**config.mk**
```make
export PLATFORM = sky130hd
export DESIGN_NAME = serial_adc_reader
export DESIGN_NICKNAME = d
export VERILOG_FILES = /design/src/rtl/serial_adc_reader.sv
export SDC_FILE = /design/constraint.sdc
export NUM_CORES = 1
export LEC_CHECK = 0
export ABC_AREA = 1
export BUFFER_PORTS_ARGS = -buffer_cell sky130_fd_sc_hd__buf_4
export CAP_MARGIN = 20
export CORE_ASPECT_RATIO = 1.4
export CORE_UTILIZATION = 32
export CTS_CLUSTER_SIZE = 28
export DETAILED_ROUTE_END_ITERATION = 12
export PLACE_DENSITY = 0.53
export SLEW_MARGIN = 20
export SYNTH_ARGS = -nofsm -noshare
export SYNTH_HDL_FRONTEND = slang
export SYNTH_SLANG_ARGS = --single-unit
```
**constraint.sdc**
```tcl
create_clock -name clk -period 7.1 [get_ports clk]
set_input_delay 2.13 -clock clk [delete_from_list [all_inputs] [get_ports clk]]
set_output_delay 2.13 -clock clk [all_outputs]
set_load 0.1 [all_outputs]
```
**src/rtl/serial_adc_reader.sv**
```systemverilog
module serial_adc_reader #(
  parameter int CW = 16
) (
  input  logic          clk,
  input  logic          rst_n,
  input  logic          start,
  input  logic          int_mode,
  input  logic          alt_check,
  input  logic [CW-1:0] half_cyc,
  input  logic [CW-1:0] wake_cyc,
  input  logic [CW-1:0] gap_cyc,
  input  logic [CW-1:0] eoc_limit,
  input  logic          adc_dout,
  output logic          cs_n,
  output logic          sclk,
  output logic [9:0]    result,
  output logic [1:0]    sub_bits,
  output logic          chan_id,
  output logic [7:0]    byte_hi,
  output logic [7:0]    byte_lo,
  output logic          valid,
  output logic          frame_err,
  output logic          timeout
);
  localparam int NB  = 16;
  localparam int NBW = $clog2(NB + 1);

  typedef enum logic [2:0] {IDLE, PREP, WAKE, LEAD, EOCW, SHIFT, FIN} st_t;

  st_t            st;
  logic [CW-1:0]  tmr, gcnt;
  logic [NBW-1:0] nbit;
  logic [NB-1:0]  sh;
  logic           pend, mode_q, prev_id, have_prev;

  wire [CW:0] tnx      = {1'b0, tmr} + {{CW{1'b0}}, 1'b1};
  wire        hit_half = tnx >= {1'b0, half_cyc};
  wire        hit_wake = tnx >= {1'b0, wake_cyc};
  wire        hit_tmo  = tnx >= {1'b0, eoc_limit};
  wire        gap_ok   = gcnt >= gap_cyc;
  wire        lead_bad = sh[NB-1 -: 3] != 3'b111;
  wire        alt_bad  = alt_check && have_prev && (sh[12] == prev_id);

  always_ff @(posedge clk or negedge rst_n) begin
    if (!rst_n) begin
      st        <= IDLE;
      tmr       <= '0;
      gcnt      <= '0;
      nbit      <= '0;
      sh        <= '0;
      pend      <= 1'b0;
      mode_q    <= 1'b0;
      prev_id   <= 1'b0;
      have_prev <= 1'b0;
      cs_n      <= 1'b1;
      sclk      <= 1'b0;
      result    <= '0;
      sub_bits  <= '0;
      chan_id   <= 1'b0;
      byte_hi   <= '0;
      byte_lo   <= '0;
      valid     <= 1'b0;
      frame_err <= 1'b0;
      timeout   <= 1'b0;
    end else begin
      valid   <= 1'b0;
      timeout <= 1'b0;
      if (start && st == IDLE) pend <= 1'b1;
      case (st)
        IDLE: begin
          if (gcnt != {CW{1'b1}}) gcnt <= gcnt + 1'b1;
          if ((pend || start) && gap_ok) begin
            pend   <= 1'b0;
            mode_q <= int_mode;
            sclk   <= int_mode;
            tmr    <= '0;
            st     <= PREP;
          end
        end
        PREP: begin
          tmr <= tmr + 1'b1;
          if (hit_half) begin
            cs_n <= 1'b0;
            tmr  <= '0;
            st   <= WAKE;
          end
        end
        WAKE: begin
          tmr <= tmr + 1'b1;
          if (hit_wake) begin
            tmr  <= '0;
            sclk <= ~mode_q;
            st   <= mode_q ? EOCW : LEAD;
          end
        end
        LEAD: begin
          tmr <= tmr + 1'b1;
          if (hit_half) begin
            sclk <= 1'b0;
            tmr  <= '0;
            nbit <= '0;
            st   <= SHIFT;
          end
        end
        EOCW: begin
          tmr <= tmr + 1'b1;
          if (adc_dout) begin
            tmr  <= '0;
            nbit <= '0;
            st   <= SHIFT;
          end else if (hit_tmo) begin
            cs_n    <= 1'b1;
            timeout <= 1'b1;
            gcnt    <= '0;
            st      <= IDLE;
          end
        end
        SHIFT: begin
          tmr <= tmr + 1'b1;
          if (hit_half) begin
            tmr  <= '0;
            sclk <= ~sclk;
            if (!sclk) begin
              sh   <= {sh[NB-2:0], adc_dout};
              nbit <= nbit + 1'b1;
            end else if (nbit == NBW'(NB)) begin
              st <= FIN;
            end
          end
        end
        FIN: begin
          cs_n      <= 1'b1;
          gcnt      <= '0;
          valid     <= 1'b1;
          result    <= sh[11:2];
          sub_bits  <= sh[1:0];
          chan_id   <= sh[12];
          byte_hi   <= sh[15:8];
          byte_lo   <= sh[7:0];
          frame_err <= lead_bad || alt_bad;
          prev_id   <= sh[12];
          have_prev <= 1'b1;
          st        <= IDLE;
        end
        default: st <= IDLE;
      endcase
    end
  end
endmodule

```
==> run metrics, run 1 <==
status=complete, no violations; Critical Path End Type=flop; Top delay family on crit path=simple AND/OR/NAND/NOR gates; area grow syn2layout=17.8%; layout cells sized above 1=between 10% and 20%; clk root buf=clkbuf_16; worst vdd ir=0.000109 V; post-synth top area cell=dfrtp_1; die area=around 0.021 mm²; highest clock rate=~250 MHz; most numerous cell in the Yosys netlist=nand2_1; Final Net Count=approximately 1100; number of global-route vias before repair=5830; CP Buf/Inv Count=0; final hold violation count=0; DRC errors left=0; fin crit share=57.3%; router iterations before antenna repair=4; vias=5966; DR WL/cell=about 13 µm; CP Launch Point=tmr[0]; most used cell, CP=nor2_1; CP Cell Sequence=ha_1 -> nand3_1 -> nor2_1 -> nand3_1 -> nor2_1 -> nand2_1 -> xor2_1 -> ha_1 -> nand2_1 -> nor2_1 -> a21boi_0 -> nor2_1 -> and2_4 -> nand2_4 -> nand2_4 -> nand2_1 -> o21ai_2; Num CTS Buffers=9; die width=roughly 120 µm; CTS H-Tree Depth=3; sequential fraction of the synthesis area=30.3%; Post-CTS Setup Inserts=0; Req. time, crit path=between 7 and 8 ns; Leak=0.00409 µW; Least-Margin Pin Slew=about 0.95 ns; fin. max-slew vios=0; CP max stage cell=xor2_1; syn_area_per_cell=between 7 and 8 µm²; pwr dens=around 240 mW/mm²; Synth Flop Type=dfrtp_1; Max FO, Critical Path=32; Hold Startpoint=have_prev; RR Startpoint=tmr[0]; ant diodes=0; post-synthesis cell count=about 910; cts hold-fix bufs=0; RSZ-0062 raised after global routing=false; crit-path max cell delay=between 0.5 and 0.6 ns; first-pass GRT wire length=27.9 mm; setup TNS=0 ns; clock period minus worst slack=a little over 4 ns; Longest Clk Path Bufs=2; number of DRC markers in iteration 0=~350; GP Congestion=roughly 0.80; Post-synth EDFFs=0; top post-synthesis cells by area=dfrtp_1 (30%), ha_1 (13%), nand2_1 (11%); clock-pin slew on the worst setup and hold paths=approximately 0.070 ns; I/O pin total=about 100; synth warn=0; Starting Density=about a third; Critical Path Start Type=flop; CTS tree=done; core outline area=roughly 0.020 mm²; Max-cap violations=0; post-synth top area share=approximately 30%; Post-DP HPWL=12.8 mm; Crit path arrival time=4.33 ns; total global-route track usage=16.8%; via density per instance=between 4 and 5; pin count of the biggest net entering global routing=64; Synth async-reset ratio=100%; Die H=roughly 170 µm; synth cell count leaders=nand2_1 (187), inv_1 (147), nand3_1 (90); Post-Route WL=about 17 mm; Yosys reg bits=80; PortBufs=just over 100; clock sink total=80; # resized after CTS=0; Final ANT Viol Nets=0; Synth Cell Area=between 0.006 and 0.007 mm²; Setup-failing EPs final=0; Crit Path Class=reg2reg; Synth cell types=between 40 and 50; Overflow after GRT=0; Clock Latency Late Sink=roughly 0.34 ns; row count=61; worst rel slew slack=a little over a third; initial antenna violation count=0; final core occ=38.8%; Post-Syn Nets=roughly 1000; Hold Crit Class=reg2reg; Worst Clk Skew=approximately 0.01 ns
final timing paths:
check | end | cells past startpoint | slack (ns)
min | have_prev | 1 | 0.47
max in group asynchronous | sh[1] | 2 | 4.36
min in group asynchronous | pend | 1 | 1.65
max | sh[5] | 17 | 3.03
max reg2reg | sh[5] | 17 | 3.03
min reg2reg | have_prev | 1 | 0.47
area by class of cell:
class	instances	area [µm²]
Tap cell	252	315
Clock buffer	9	225
Sequential cell	80	2000
Clock inverter	7	106
Fill cell	2158	12300
Inverter	168	631
Multi-Input combinational cell	623	3720
Timing Repair Buffer	104	781
worst register-to-register path, stage by stage (launching register included):
cell and delay, ns:
dfrtp_1 0.50, ha_1 0.25, nand3_1 0.18, nor2_1 0.19, nand3_1 0.10, nor2_1 0.18, nand2_1 0.09, xor2_1 0.55
ha_1 0.37, nand2_1 0.10, nor2_1 0.07, a21boi_0 0.13, nor2_1 0.25, and2_4 0.34, nand2_4 0.09, nand2_4 0.39
nand2_1 0.14, o21ai_2 0.07
metal layers:
metal | wire [µm] | global-route usage [%] | up-vias
li1 | - | - | 3106
met1 | 7020 | 19.4 | 2692
met2 | 8540 | 30.7 | 139
met3 | 560 | 1.81 | 29
met4 | 501 | 7.44 | 0
met5 | 0 | 0 | -
registers in the layout, summed over array words and instances, names as in the netlist:
name	flops
byte_hi	5
byte_lo	1
cs_n	1
frame_err	1
gcnt	16
have_prev	1
mode_q	1
nbit	5
pend	1
result	9
sclk	1
sh	16
st	3
sub_bits	1
timeout	1
tmr	16
valid	1
kinds of logic (layout without fill, tap and decap cells):
kind of cell	Yosys count	count (layout)	synth area share [%]
compound gates	105	105	9.83
xor+xnor	18	18	2.50
fa+ha+maj	68	68	12.9
buf+inv	204	288	13.5
flops	80	80	30.3
simple gates	432	432	30.9
per-stage QoR:
stage	cells	total power [µW]	hold slack (ns)	worst slack (ns)	cell area [µm²]
after floorplan	907	1160	0.440	3.37	6610
after global placement	1227	1360	0.455	2.84	7440
after detailed placement	1227	1370	0.456	2.82	7440
after CTS	1243	1900	0.473	2.96	7770
after global routing	1243	2040	0.505	2.71	7780
final	1243	1880	0.472	3.03	7780
cells in the final DEF, fill, tap and decap left out, types with 2 or more instances in the layout:
cell	count
ha_1	68
nor2_1	50
clkinv_1	10
nor3_1	8
nand2_4	3
a21o_1	2
o21ai_1	21
or2_2	6
nand3_1	90
o221ai_1	2
inv_2	11
nand2_2	23
inv_6	3
o21ai_2	16
xor2_1	14
nor2_2	5
xnor2_1	3
o31ai_1	3
o21a_1	2
nand4_2	2
dfrtp_1	79
nand2_1	187
nor3b_1	2
inv_1	147
nand3b_1	3
clkbuf_16	9
buf_4	104
a31oi_1	2
nor2_4	4
a31o_2	2
o21ai_0	23
nand4_1	45
bufinv_16	2
nor4_1	2
a21oi_1	24
where the power goes:
part	leakage [µW]	switching, µW	internal (µW)
clock network	0.000163	207	315
registers	0.00108	65.5	509
logic	0.00285	533	252
No activity file was read; power rests on OpenSTA's default activity.
==> inputs of run 2 (changes only) <==
clock period = 4.05 ns   (was 7.1 ns; I/O delays follow)
==> run 2 against run 1 <==
Effect of this change: global-route usage up 0.69 points; setup slack worse by 2.7 ns; routed wire length rose by 4.1%; count of clock-buffer cells in the layout stayed put; combinational power grew 78%; die area stayed put; hold slack about the same; cell area up 0.98%; utilization increased by 0.38 points; register-to-register slack worse by 2.7 ns; total power rose by 77%; critical path depth down 1; critical path type unchanged; critical endpoint unchanged; largest power group unchanged.
==> run metrics, run 2 (synthesized netlist as in run 1, its figures left out) <==
status=complete, no violations; I/O pin total=approximately 100; CP Launch Point=tmr[0]; clk root buf=clkbuf_16; Critical Path Start Type=flop; area of the multi-input gates=approximately 0.0037 mm²; core outline area=around 0.02 mm²; die area=about 0.021 mm²; fin. max-slew vios=0; clock period minus worst slack=3.67 ns; DR WL/cell=between 10 and 15 µm; Req. time, crit path=~4.3 ns; Setup-failing EPs final=0; Critical Path End Type=flop; worst vdd ir=approximately 0.00025 V; highest clock rate=around 270 MHz; area grow syn2layout=18.9%; router iterations before antenna repair=5; initial antenna violation count=0; Longest Clk Path Bufs=2; via density per instance=approximately 4.8; Die H=172 µm; pin count of the biggest net entering global routing=56; number of global-route vias before repair=around 6000; Post-CTS Setup Inserts=0; commonest non-fill, non-tap cell in the layout=nand2_1; cts hold-fix bufs=0; Max-cap violations=0; Post-DP HPWL=13.4 mm; number of DRC markers in iteration 0=approximately 380; Overflow after GRT=0; first-pass GRT wire length=~29 mm; vias=about 6100; Starting Density=between 30% and 40%; Clock Latency Late Sink=roughly 0.34 ns; Leak=approximately 0.0041 µW; Post-Route WL=approximately 17 mm; pwr dens=about 420 mW/mm²; # resized after CTS=0; DRC errors left=0; layout cells sized above 1=20.8%; Final Net Count=between 1000 and 1500; CTS tree=done; RR Startpoint=tmr[0]; fin crit share=between 90% and 100%; clock sink total=80; commonest non-fill, non-tap cells in the layout=nand2_1 (187), inv_1 (147), buf_4 (115), nand3_1 (90), dfrtp_1 (79); Num CTS Buffers=9; Worst Clk Skew=0.00930 ns; worst rel slew slack=a little under a quarter; final hold violation count=0; final core occ=between 30% and 40%; CTS H-Tree Depth=3; Final ANT Viol Nets=0; clock-pin slew on the worst setup and hold paths=about 0.07 ns; RSZ-0062 raised after global routing=false; Crit path arrival time=3.93 ns; Hold Startpoint=have_prev; total global-route track usage=about 17%; Least-Margin Pin Slew=approximately 1.2 ns; die width=123 µm; PortBufs=between 100 and 150; row count=just over 60; filler cell count=approximately 2100; Max FO, Critical Path=32; Hold Crit Class=reg2reg; biggest regs=gcnt: 16 flops, sh: 16 flops, tmr: 16 flops; setup TNS=0 ns; Crit Path Class=reg2reg; ant diodes=0; sequential cell area=about 0.0020 mm²; GP Congestion=0.871
-- run 2: layout make-up --
type                            count  area share, %
Sequential cell                    80           25.5
Timing Repair Buffer              115           11.0
Tap cell                          252           4.01
Multi-Input combinational cell    623           47.3
Clock buffer                        9           2.87
Inverter                          168           8.03
Clock inverter                      7           1.35
-- run 2: stage by stage --
step                instance area [µm²]  std cells  worst slack, ns  power, µW  hold WS, ns
floorplan                          6610        907             1.12       2040        0.440
global placement                   7520       1238            0.458       2420        0.454
detailed placement                 7520       1238            0.443       2420        0.457
CTS                                7860       1254            0.415       3360        0.473
global route                       7860       1254           0.0584       3600        0.502
finish                             7860       1254            0.380       3330        0.472
-- run 2: power breakdown --
part           switching (µW)  internal [µW]  leakage (µW)
logic                     942            455       0.00291
registers                 117            892       0.00108
clock network             369            554      0.000163
total                    1430           1900       0.00415
-- run 2: worst max-delay path, stage by stage, from the launching register on --
cell	delay, ns
dfrtp_1	0.48
nand3_1	0.17
nor2_2	0.20
nand2_1	0.13
nor2_1	0.14
nand2_1	0.08
xnor2_1	0.52
ha_1	0.37
inv_1	0.06
nor2_1	0.05
a21boi_0	0.12
nor2_1	0.24
and2_4	0.34
nand2_4	0.08
nand2_4	0.39
nand2_1	0.13
o21ai_2	0.08
-- run 2: path summary, 6_finish.rpt --
| kind | endpoint | slack [ns] | cells after the start |
|---|---|---|---|
| worst max-delay path | sh[5] | 0.38 | 16 |
| worst min-delay path | have_prev | 0.47 | 1 |
| worst max register to register | sh[5] | 0.38 | 16 |
| worst min register to register | have_prev | 0.47 | 1 |
| max in group asynchronous | sh[7] | 2.41 | 2 |
| min in group asynchronous | gcnt[14] | 0.93 | 1 |
-- run 2: routing by layer --
metal	up-vias	GRT usage, %	part of all wire (%)
li1	3125	-	-
met1	2757	20.3	42
met2	151	32.7	52
met3	26	1.91	3.4
met4	0	6.08	2.4
met5	-	0	0
==> inputs of run 3 (changes only) <==
ABC_CLOCK_PERIOD_IN_PS = 4200   (was default)
CTS_BUF_LIST = sky130_fd_sc_hd__clkbuf_2   (was default)
clock period = 4.2 ns   (was 4.05 ns; I/O delays follow)
==> run 3 against run 2 <==
Effect of this change: fmax shrank 1.5%; via count is essentially flat; cell area shrank 2.5%; die area is the same; non-clock buffer count shrank 1; setup slack gained 0.096 ns; register-to-register slack gained 0.096 ns; critical path depth grew 1.
==> run metrics, run 3 (synthesized netlist as in run 1, its figures left out) <==
vias=6053; DR WL/cell=13.5 µm; cts hold-fix bufs=0; Num CTS Buffers=9; CP Launch Point=tmr[0]; fin crit share=88.7%; instance count on the critical path=17; Critical Path Start Type=flop; final hold violation count=0; filler cell count=approximately 2200; Final Net Count=around 1100; Max-cap violations=0; CP max stage cell=dfrtp_1; clock sink total=80; R2R cell count=17; Starting Density=32.9%; CTS tree=done; most used cell, CP=nor2_1; Place WS=roughly 0.51 ns; number of DRC markers in iteration 0=between 300 and 400; final instance area=approximately 0.0077 mm²; area grow syn2layout=15.9%; Worst Clk Skew=0.0435 ns; status=complete, no violations; clock-pin slew on the worst setup and hold paths=roughly 0.26 ns; I/O pin total=104; Setup-failing EPs final=0; RR Startpoint=tmr[0]; CTS H-Tree Depth=3; CP Buf/Inv Count=0; Req. time, crit path=about 4.7 ns; crit-path max cell delay=around 0.54 ns; pwr dens=363 mW/mm²; setup ws final=approximately 0.48 ns; clk root buf=clkbuf_2; Post-CTS Setup Inserts=0; worst reg2reg path endpoint=sh[6]; clock period minus worst slack=roughly 3.7 ns; Inst Count DP=1237; Final ANT Viol Nets=0; die width=between 100 and 150 µm; Top delay family on crit path=simple AND/OR/NAND/NOR gates; setup TNS=0 ns; Critical Path End Type=flop; layout cells sized above 1=20.7%; Hold Crit Class=reg2reg; commonest non-fill, non-tap cell in the layout=nand2_1; GP Congestion=around 0.88; number of global-route vias before repair=about 6000; Max FO, Critical Path=32; Final Non-Filler Cells=1254; router iterations before antenna repair=5; Hold WS=between 0.5 and 0.6 ns; RSZ-0062 raised after global routing=false; R2R Setup Slk=roughly 0.48 ns; core outline area=0.0201 mm²; PortBufs=around 100; Die H=~170 µm; Leak=approximately 0.004 µW; CP Cell Sequence=ha_1 -> nand3_1 -> nor2_1 -> nand3_1 -> nor2_1 -> nand2_1 -> xor2_1 -> ha_1 -> nand2_1 -> nor2_1 -> a21boi_0 -> nor2_1 -> and2_4 -> nand2_4 -> nand2_4 -> nand2_1 -> o21ai_2; sequential cell area=0.00200 mm²; via density per instance=just under 5; DRC errors left=0; Longest Clk Path Bufs=2; total global-route track usage=approximately 17%; Crit path arrival time=4.22 ns; highest clock rate=around 270 MHz; pin count of the biggest net entering global routing=34; Setup crit end=sh[6]; commonest non-fill, non-tap cells in the layout=nand2_1 (187), inv_1 (147), buf_4 (114), nand3_1 (90), dfrtp_1 (79); row count=61; initial antenna violation count=1; Least-Margin Pin Slew=between 1 and 1.5 ns; die area=roughly 0.021 mm²; biggest regs=gcnt: 16 flops, sh: 16 flops, tmr: 16 flops; Clock Latency Late Sink=0.56 ns; worst vdd ir=0.000142 V; Overflow after GRT=0; worst rel slew slack=approximately a third; fin. max-slew vios=0; Post-Route WL=between 15 and 20 mm; area of the multi-input gates=approximately 0.0037 mm²; # resized after CTS=0; Crit Path Class=reg2reg; DP Area=approximately 0.0075 mm²; first-pass GRT wire length=about 28 mm; Post-DP HPWL=about 13 mm
[run 3: per-layer routing]
layer	global-route usage [%]	share of wire, %	wire [µm]	vias up
li1	-	-	-	3126
met1	19.5	42	7060	2752
met3	2.01	3.4	583	23
met5	0	0	0	-
met2	31.6	52	8890	152
met4	6.29	2.4	408	0
[run 3: how the worst min path moves through the flow]
stage / from / cells past startpoint / slack (ns) / end
2_1_floorplan: have_prev / 1 / 0.44 / have_prev
3_3_place_gp: byte_hi[7] / 2 / 0.47 / byte_hi[7]
3_5_place_dp: have_prev / 1 / 0.47 / have_prev
4_1_cts: have_prev / 1 / 0.52 / have_prev
5_1_grt: sh[5] / 2 / 0.54 / sh[5]
6_report: have_prev / 1 / 0.52 / have_prev
[run 3: power by group]
group          switching (µW)  internal, µW  total, µW
Sequential                115           860        976
Combinational             902           438       1340
Clock                     317           150        467
[run 3: cell type report]
type / count / area share (%)
Inverter: 168 / 8.24
Clock buffer: 9 / 0.588
Sequential cell: 80 / 26.2
Timing Repair Buffer: 114 / 11.2
Multi-Input combinational cell: 623 / 48.6
Antenna cell: 1 / 0.0327
Tap cell: 252 / 4.12
Clock inverter: 7 / 1.11
[run 3: metrics by stage]
step / total power [µW] / util [%]
CTS: 2810 / 38.1
floorplan: 1970 / -
global route: 3040 / 38.1
detailed placement: 2330 / 37.4
global placement: 2320 / 37.4
finish: 2780 / 38.1
